--- src/rtl/dram_opstate_pkg.sv ---
package dram_opstate_pkg;

  typedef enum logic [2:0] {
    ST_INIT    = 3'd0,
    ST_CFG     = 3'd1,
    ST_CFG_REQ = 3'd2,
    ST_ACC     = 3'd3,
    ST_ACC_REQ = 3'd4,
    ST_LP      = 3'd5,
    ST_LPE_REQ = 3'd6,
    ST_LPX_REQ = 3'd7
  } opstate_e;

  localparam logic [2:0] CMD_INIT  = 3'd0;
  localparam logic [2:0] CMD_CFG   = 3'd1;
  localparam logic [2:0] CMD_GO    = 3'd2;
  localparam logic [2:0] CMD_SLEEP = 3'd3;
  localparam logic [2:0] CMD_WAKE  = 3'd4;

  localparam int unsigned TRIG_W = 3;
  localparam logic [TRIG_W-1:0] TRIG_NONE = 3'd0;
  localparam logic [TRIG_W-1:0] TRIG_HW   = 3'd1;
  localparam logic [TRIG_W-1:0] TRIG_SW   = 3'd2;

  typedef struct packed {
    logic to_cfg;
    logic to_acc;
    logic to_init;
    logic sw_sleep;
    logic hw_sleep;
    logic wake;
  } opevent_t;

endpackage

--- src/rtl/dram_opstate_filter.sv ---
module dram_opstate_filter
  import dram_opstate_pkg::*;
#(
  parameter int unsigned CMD_W = 3
) (
  input  opstate_e          state,
  input  logic [TRIG_W-1:0] trig,
  input  logic              cmd_valid,
  input  logic [CMD_W-1:0]  cmd_code,
  input  logic              hw_lp_en,
  input  logic              hw_lp_req,
  output opevent_t          ev
);

  logic is_cfg, is_go, is_init, is_sleep, is_wake;

  always_comb begin
    is_cfg   = cmd_valid && (cmd_code == CMD_W'(CMD_CFG));
    is_go    = cmd_valid && (cmd_code == CMD_W'(CMD_GO));
    is_init  = cmd_valid && (cmd_code == CMD_W'(CMD_INIT));
    is_sleep = cmd_valid && (cmd_code == CMD_W'(CMD_SLEEP));
    is_wake  = cmd_valid && (cmd_code == CMD_W'(CMD_WAKE));

    ev          = '0;
    ev.to_cfg   = is_cfg && (state == ST_INIT || state == ST_ACC);
    ev.to_acc   = is_go && (state == ST_CFG);
    ev.to_init  = is_init && (state == ST_CFG);
    ev.sw_sleep = is_sleep && (state == ST_ACC);
    // a legal software command in the same cycle wins over hardware entry
    ev.hw_sleep = (state == ST_ACC) && hw_lp_en && hw_lp_req
                  && !is_cfg && !is_sleep;
    // hardware-started low power is left only by the hardware itself
    ev.wake     = (state == ST_LP) &&
                  ((trig == TRIG_HW) ? !hw_lp_req : is_wake);
  end

endmodule

--- src/rtl/dram_opstate_core.sv ---
module dram_opstate_core
  import dram_opstate_pkg::*;
(
  input  logic     clk,
  input  logic     rst,
  input  opevent_t ev,
  input  logic     cfg_ack,
  input  logic     acc_ack,
  input  logic     lpe_ack,
  input  logic     lpx_ack,
  output opstate_e state,
  output logic     exit_done,
  output logic     cfg_req,
  output logic     acc_req,
  output logic     lpe_req,
  output logic     lpx_req
);

  opstate_e state_q, state_d;

  always_comb begin
    state_d = state_q;
    unique case (state_q)
      ST_INIT:    if (ev.to_cfg) state_d = ST_CFG_REQ;
      ST_CFG_REQ: if (cfg_ack) state_d = ST_CFG;
      ST_CFG: begin
        if (ev.to_acc)       state_d = ST_ACC_REQ;
        else if (ev.to_init) state_d = ST_INIT;
      end
      ST_ACC_REQ: if (acc_ack) state_d = ST_ACC;
      ST_ACC: begin
        if (ev.to_cfg)                       state_d = ST_CFG_REQ;
        else if (ev.sw_sleep || ev.hw_sleep) state_d = ST_LPE_REQ;
      end
      ST_LPE_REQ: if (lpe_ack) state_d = ST_LP;
      ST_LP:      if (ev.wake) state_d = ST_LPX_REQ;
      ST_LPX_REQ: if (lpx_ack) state_d = ST_ACC;
      default:    state_d = ST_INIT;
    endcase
  end

  always_ff @(posedge clk) begin
    if (rst) begin
      state_q <= ST_INIT;
      cfg_req <= 1'b0;
      acc_req <= 1'b0;
      lpe_req <= 1'b0;
      lpx_req <= 1'b0;
    end else begin
      state_q <= state_d;
      cfg_req <= (state_d == ST_CFG_REQ);
      acc_req <= (state_d == ST_ACC_REQ);
      lpe_req <= (state_d == ST_LPE_REQ);
      lpx_req <= (state_d == ST_LPX_REQ);
    end
  end

  assign state     = state_q;
  assign exit_done = (state_q == ST_LPX_REQ) && lpx_ack;

  assert_cfg_hold_R3: assert property (@(posedge clk) disable iff (rst)
    (state_q == ST_CFG_REQ && !cfg_ack) |=> (state_q == ST_CFG_REQ));

  assert_acc_source_R4: assert property (@(posedge clk) disable iff (rst)
    (state_q == ST_ACC && $past(state_q) != ST_ACC) |->
      ($past(state_q) == ST_ACC_REQ || $past(state_q) == ST_LPX_REQ));

  assert_lpe_hold_R6: assert property (@(posedge clk) disable iff (rst)
    (state_q == ST_LPE_REQ && !lpe_ack) |=> (state_q == ST_LPE_REQ));

  assert_lp_no_cfg_R8: assert property (@(posedge clk) disable iff (rst)
    (state_q == ST_LP) |=> (state_q == ST_LP || state_q == ST_LPX_REQ));

  assert_req_onehot_R11: assert property (@(posedge clk) disable iff (rst)
    $onehot0({cfg_req, acc_req, lpe_req, lpx_req}));

  assert_req_match_R11: assert property (@(posedge clk) disable iff (rst)
    lpx_req |-> (state_q == ST_LPX_REQ));

endmodule

--- src/rtl/dram_opstate_trig.sv ---
module dram_opstate_trig
  import dram_opstate_pkg::*;
(
  input  logic              clk,
  input  logic              rst,
  input  opevent_t          ev,
  input  logic              exit_done,
  output logic [TRIG_W-1:0] trig
);

  always_ff @(posedge clk) begin
    if (rst)              trig <= TRIG_NONE;
    else if (ev.sw_sleep) trig <= TRIG_SW;
    else if (ev.hw_sleep) trig <= TRIG_HW;
    else if (exit_done)   trig <= TRIG_NONE;
  end

  assert_trig_stable_R6: assert property (@(posedge clk) disable iff (rst)
    (trig != TRIG_NONE && !exit_done) |=> $stable(trig));

endmodule

--- src/rtl/dram_opstate_seq.sv ---
module dram_opstate_seq
  import dram_opstate_pkg::*;
#(
  parameter int unsigned CMD_W    = 3,
  parameter int unsigned STAT_W   = 8,
  parameter int unsigned TRIG_LSB = 4
) (
  input  logic              clk,
  input  logic              rst,
  input  logic              cmd_valid,
  input  logic [CMD_W-1:0]  cmd_code,
  input  logic              hw_lp_en,
  input  logic              hw_lp_req,
  input  logic              cfg_ack,
  input  logic              acc_ack,
  input  logic              lpe_ack,
  input  logic              lpx_ack,
  output logic [STAT_W-1:0] status,
  output logic              cfg_req,
  output logic              acc_req,
  output logic              lpe_req,
  output logic              lpx_req
);

  localparam int unsigned STATE_W = $bits(opstate_e);

  opstate_e          state;
  logic [TRIG_W-1:0] trig;
  opevent_t          ev;
  logic              exit_done;

  dram_opstate_filter #(.CMD_W(CMD_W)) filter_i (
    .state     (state),
    .trig      (trig),
    .cmd_valid (cmd_valid),
    .cmd_code  (cmd_code),
    .hw_lp_en  (hw_lp_en),
    .hw_lp_req (hw_lp_req),
    .ev        (ev)
  );

  dram_opstate_core core_i (
    .clk       (clk),
    .rst       (rst),
    .ev        (ev),
    .cfg_ack   (cfg_ack),
    .acc_ack   (acc_ack),
    .lpe_ack   (lpe_ack),
    .lpx_ack   (lpx_ack),
    .state     (state),
    .exit_done (exit_done),
    .cfg_req   (cfg_req),
    .acc_req   (acc_req),
    .lpe_req   (lpe_req),
    .lpx_req   (lpx_req)
  );

  dram_opstate_trig trig_i (
    .clk       (clk),
    .rst       (rst),
    .ev        (ev),
    .exit_done (exit_done),
    .trig      (trig)
  );

  always_comb begin
    status                        = '0;
    status[STATE_W-1:0]           = state;
    status[TRIG_LSB +: TRIG_W]    = trig;
  end

  assert_trig_idle_R8: assert property (@(posedge clk) disable iff (rst)
    (state == ST_INIT || state == ST_CFG || state == ST_CFG_REQ ||
     state == ST_ACC || state == ST_ACC_REQ) |-> (trig == TRIG_NONE));

  assert_hw_hold_R9: assert property (@(posedge clk) disable iff (rst)
    (state == ST_LP && trig == TRIG_HW && hw_lp_req) |=> (state == ST_LP));

  assert_hw_off_R7: assert property (@(posedge clk) disable iff (rst)
    (state == ST_ACC && !hw_lp_en && !cmd_valid) |=> (state == ST_ACC));

endmodule

--- config.mk ---
export PLATFORM = sky130hd
export DESIGN_NAME = dram_opstate_seq
export DESIGN_NICKNAME = d
export VERILOG_FILES = /design/src/rtl/dram_opstate_pkg.sv /design/src/rtl/dram_opstate_filter.sv /design/src/rtl/dram_opstate_core.sv /design/src/rtl/dram_opstate_trig.sv /design/src/rtl/dram_opstate_seq.sv
export SDC_FILE = /design/constraint.sdc
export NUM_CORES = 1
export LEC_CHECK = 0
export ABC_AREA = 1
export BUFFER_PORTS_ARGS = -buffer_cell sky130_fd_sc_hd__buf_2
export CAP_MARGIN = 40
export CORE_MARGIN = 2
export CORE_UTILIZATION = 25
export CTS_BUF_LIST = sky130_fd_sc_hd__clkbuf_4 sky130_fd_sc_hd__clkbuf_8
export DETAILED_ROUTE_END_ITERATION = 8
export PLACE_DENSITY = 0.59
export SKIP_LAST_GASP = 1
export SLEW_MARGIN = 20
export SYNTH_ARGS = -nofsm -noshare
export SYNTH_HDL_FRONTEND = slang
export SYNTH_SLANG_ARGS = --single-unit
--- constraint.sdc ---
create_clock -name clk -period 1.1 [get_ports clk]
set_input_delay 0.22 -clock clk [delete_from_list [all_inputs] [get_ports clk]]
set_output_delay 0.22 -clock clk [all_outputs]
set_load 0.05 [all_outputs]
==> impl_metrics.env <==
export IMPL_gr_total_overflow=0
export IMPL_via_per_inst=4.28
export IMPL_finalCritPeriodShare_pct=108
export IMPL_grt_pass1_wl_um=2530
export IMPL_postRouteAntennaNets=0
export IMPL_end_kind="flop"
export IMPL_drt_wirelength_per_cell_um=9.73
export IMPL_leakagePower_uw=0.000525
export IMPL_hp_class="input port to flop"
export IMPL_area_growth_pct=53.0
export IMPL_finalHoldViolCount=0
export IMPL_port_buffers=20
export IMPL_post_route_util_pct=41.3
export IMPL_htree_levels=1
export IMPL_criticalPathCategory="flop to flop"
export IMPL_cp_required_ps=1300
export IMPL_dominantRegCellSynth="dfxtp_1"
export IMPL_max_freq_ghz=0.843
export IMPL_cts_tree="built"
export IMPL_routabilityCongestion=0.788
export IMPL_netlist_top_cells_count="nand2_1 (25), nand3_1 (18), inv_1 (17), nor2_1 (16), dfxtp_1 (9)"
export IMPL_cts_path_max_buffers=2
export IMPL_regToRegSetupSlack_ps=-90
export IMPL_first_global_vias=642
export IMPL_vias=694
export IMPL_clkLatencyLatePin_ps=260
export IMPL_core_sq_mm=0.00225
export IMPL_drv_slew=0
export IMPL_ys_types=16
export IMPL_rsz0062_at_grt="yes"
export IMPL_grt_max_degree=8
export IMPL_start_kind="flop"
export IMPL_cts_sinks=9
export IMPL_cts_root_buf="clkbuf_4"
export IMPL_powerDensity_mw_per_mm2=941
export IMPL_multiInputGateArea_sq_um=413
export IMPL_synth_cells=103
export IMPL_outcome="complete, but fails checks"
export IMPL_finClkSkew_ps=1.92
export IMPL_violations="negative setup slack"
export IMPL_ys_top_cells_by_area="dfxtp_1 (30%), nand2_1 (15%), nand3_1 (15%)"
export IMPL_synth_largest_area_cell="dfxtp_1"
export IMPL_regArea_sq_um=194
export IMPL_reg2reg_to="core_i.lpe_req"
export IMPL_grt_use_total_pct=12.3
export IMPL_ys_seq_area_share_pct=29.6
export IMPL_place_ws_ps=-166
export IMPL_reg2reg_from="core_i.state[0]"
export IMPL_dp_cells=157
export IMPL_avgSynthCellArea_sq_um=5.92
export IMPL_antenna_found_initial=0
export IMPL_yosysWarnings=0
export IMPL_cts_buffers=3
export IMPL_crit_top_cell="nor2_2"
export IMPL_antenna_cells=0
export IMPL_start_util_pct=27.0
export IMPL_wl_um=1580
export IMPL_ir_drop_mv=0.701
export IMPL_first_iter_violations=10
export IMPL_io_pins=24
export IMPL_setup_ws_ps=-86.9
export IMPL_die_area_sq_mm=0.00285
export IMPL_slowest_delay_ps=380
export IMPL_synth_edf_count=0
export IMPL_synth_top_cell_area_share_pct=29.6
export IMPL_arrival_ps=1380
export IMPL_hold_start="rst"
export IMPL_cts_hold_buf=0
export IMPL_cp_max_fo=6
export IMPL_drive_gt1_share_pct=48.5
export IMPL_setup_viol_count_final=6
export IMPL_drv_cap=0
export IMPL_yosysMostFrequentCell="nand2_1"
export IMPL_dr_pass1_iters=4
export IMPL_finalNetCount=147
export IMPL_hold_path_end="core_i.state[2]"
export IMPL_cp_cell_sequence="buf_6 > nand2_4 > nor2_2 > nand2_1 > nand3_2 > nor2_2 > nand3_2 > nor2_2"
export IMPL_clkTransAtPathRegs_ps=60
export IMPL_synth_area_sq_um=609
export IMPL_dieHeight_um=53.4
export IMPL_r2r_cells=8
export IMPL_dp_hpwl_um=1230
export IMPL_nFillCells=255
export IMPL_fp_row_count=17
export IMPL_crit_slowest_cell="dfxtp_4"
export IMPL_ys_seq_elements=9
export IMPL_async_reset_ff_share_pct=0
export IMPL_period_needed_ps=1190
export IMPL_hold_depth=2
export IMPL_die_w_um=53.4
export IMPL_instances_no_fill=162
export IMPL_drc=0
flip-flops by register name (all words and copies together), names as in the netlist:
register and count:
core_i.acc_req 1, core_i.cfg_req 1, core_i.lpe_req 1, core_i.lpx_req 1, core_i.state 3, trig_i.trig 2
through the flow:
stage          total power (uW)  cell area (sq um)  TNS, ps  hold slack (ps)
5_1_grt                     931                932    -1100              144
4_1_cts                     877                897     -377              129
3_5_place_dp                566                812     -714              409
3_3_place_gp                564                812     -555              407
2_1_floorplan               501                651     -652              282
6_report                    877                932     -390              133
cell type report:
cell class / count / share of cell area, %
flip-flops and latches: 9 / 20.8
clock buffers: 4 / 3.22
inverters: 18 / 7.25
multi-input cells: 74 / 44.3
well taps: 28 / 3.76
repair buffers: 29 / 20.7
worst max-delay path by stage:
stage	from	to	slack, ps
floorplan	core_i.state[0]	core_i.cfg_req	-120
detailed placement	cmd_code[2]	core_i.lpe_req	-170
global route	core_i.state[0]	core_i.lpe_req	-170
CTS	core_i.state[0]	core_i.lpe_req	-70
global placement	cmd_code[2]	core_i.lpx_req	-140
finish	core_i.state[0]	core_i.lpe_req	-90
power by group:
group | internal [uW] | switching [uW] | total, uW | leakage, uW
clock network | 164 | 111 | 275 | 0.0000184
registers | 332 | 16.6 | 349 | 0.0000761
logic | 96.8 | 156 | 253 | 0.000431
total | 593 | 284 | 877 | 0.000525
cells in the final DEF, fill, tap and decap left out, types with 2 or more instances in the layout:
master | netlist | layout
inv_1 | 17 | 14
nand2_4 | 0 | 2
nor2_4 | 0 | 2
nand3_2 | 2 | 7
conb_1 | 1 | 3
nand2_2 | 3 | 3
buf_2 | 0 | 16
nor2_1 | 16 | 8
dfxtp_4 | 0 | 3
nand2_1 | 25 | 23
buf_6 | 1 | 2
nor2_2 | 1 | 7
clkbuf_4 | 0 | 5
dfxtp_1 | 9 | 4
nand3_1 | 18 | 13
dfxtp_2 | 0 | 2
inv_2 | 1 | 4
buf_4 | 3 | 9
cell families (layout without fill, tap and decap cells):
logic type | count (synthesis) | count (layout) | synth area share (%)
flops | 9 | 9 | 29.6
compound gates | 5 | 5 | 4.52
buf+inv | 22 | 51 | 16.6
simple gates | 66 | 66 | 48.7
other cells | 1 | 3 | 0.615
layer usage:
metal | track usage (%) | part of all wire (%)
met1 | 14.7 | 46
met4 | 6.84 | 1.8
met3 | 3.11 | 5.0
met5 | 0 | 0
met2 | 19.8 | 47
timing repair:
action	4_1_cts	5_1_grt
setup buffers	1	0
pin swaps	3	2
resized for setup	20	10
setup endpoints to repair	10	13
worst max-delay path, delay by kind of cell (launching register included):
family | cells | cell delay [ps]
buffers and inverters | 1 | 140
flip-flops | 1 | 380
AND/OR/NAND/NOR | 7 | 610
Power figures use the tool's default switching activity.
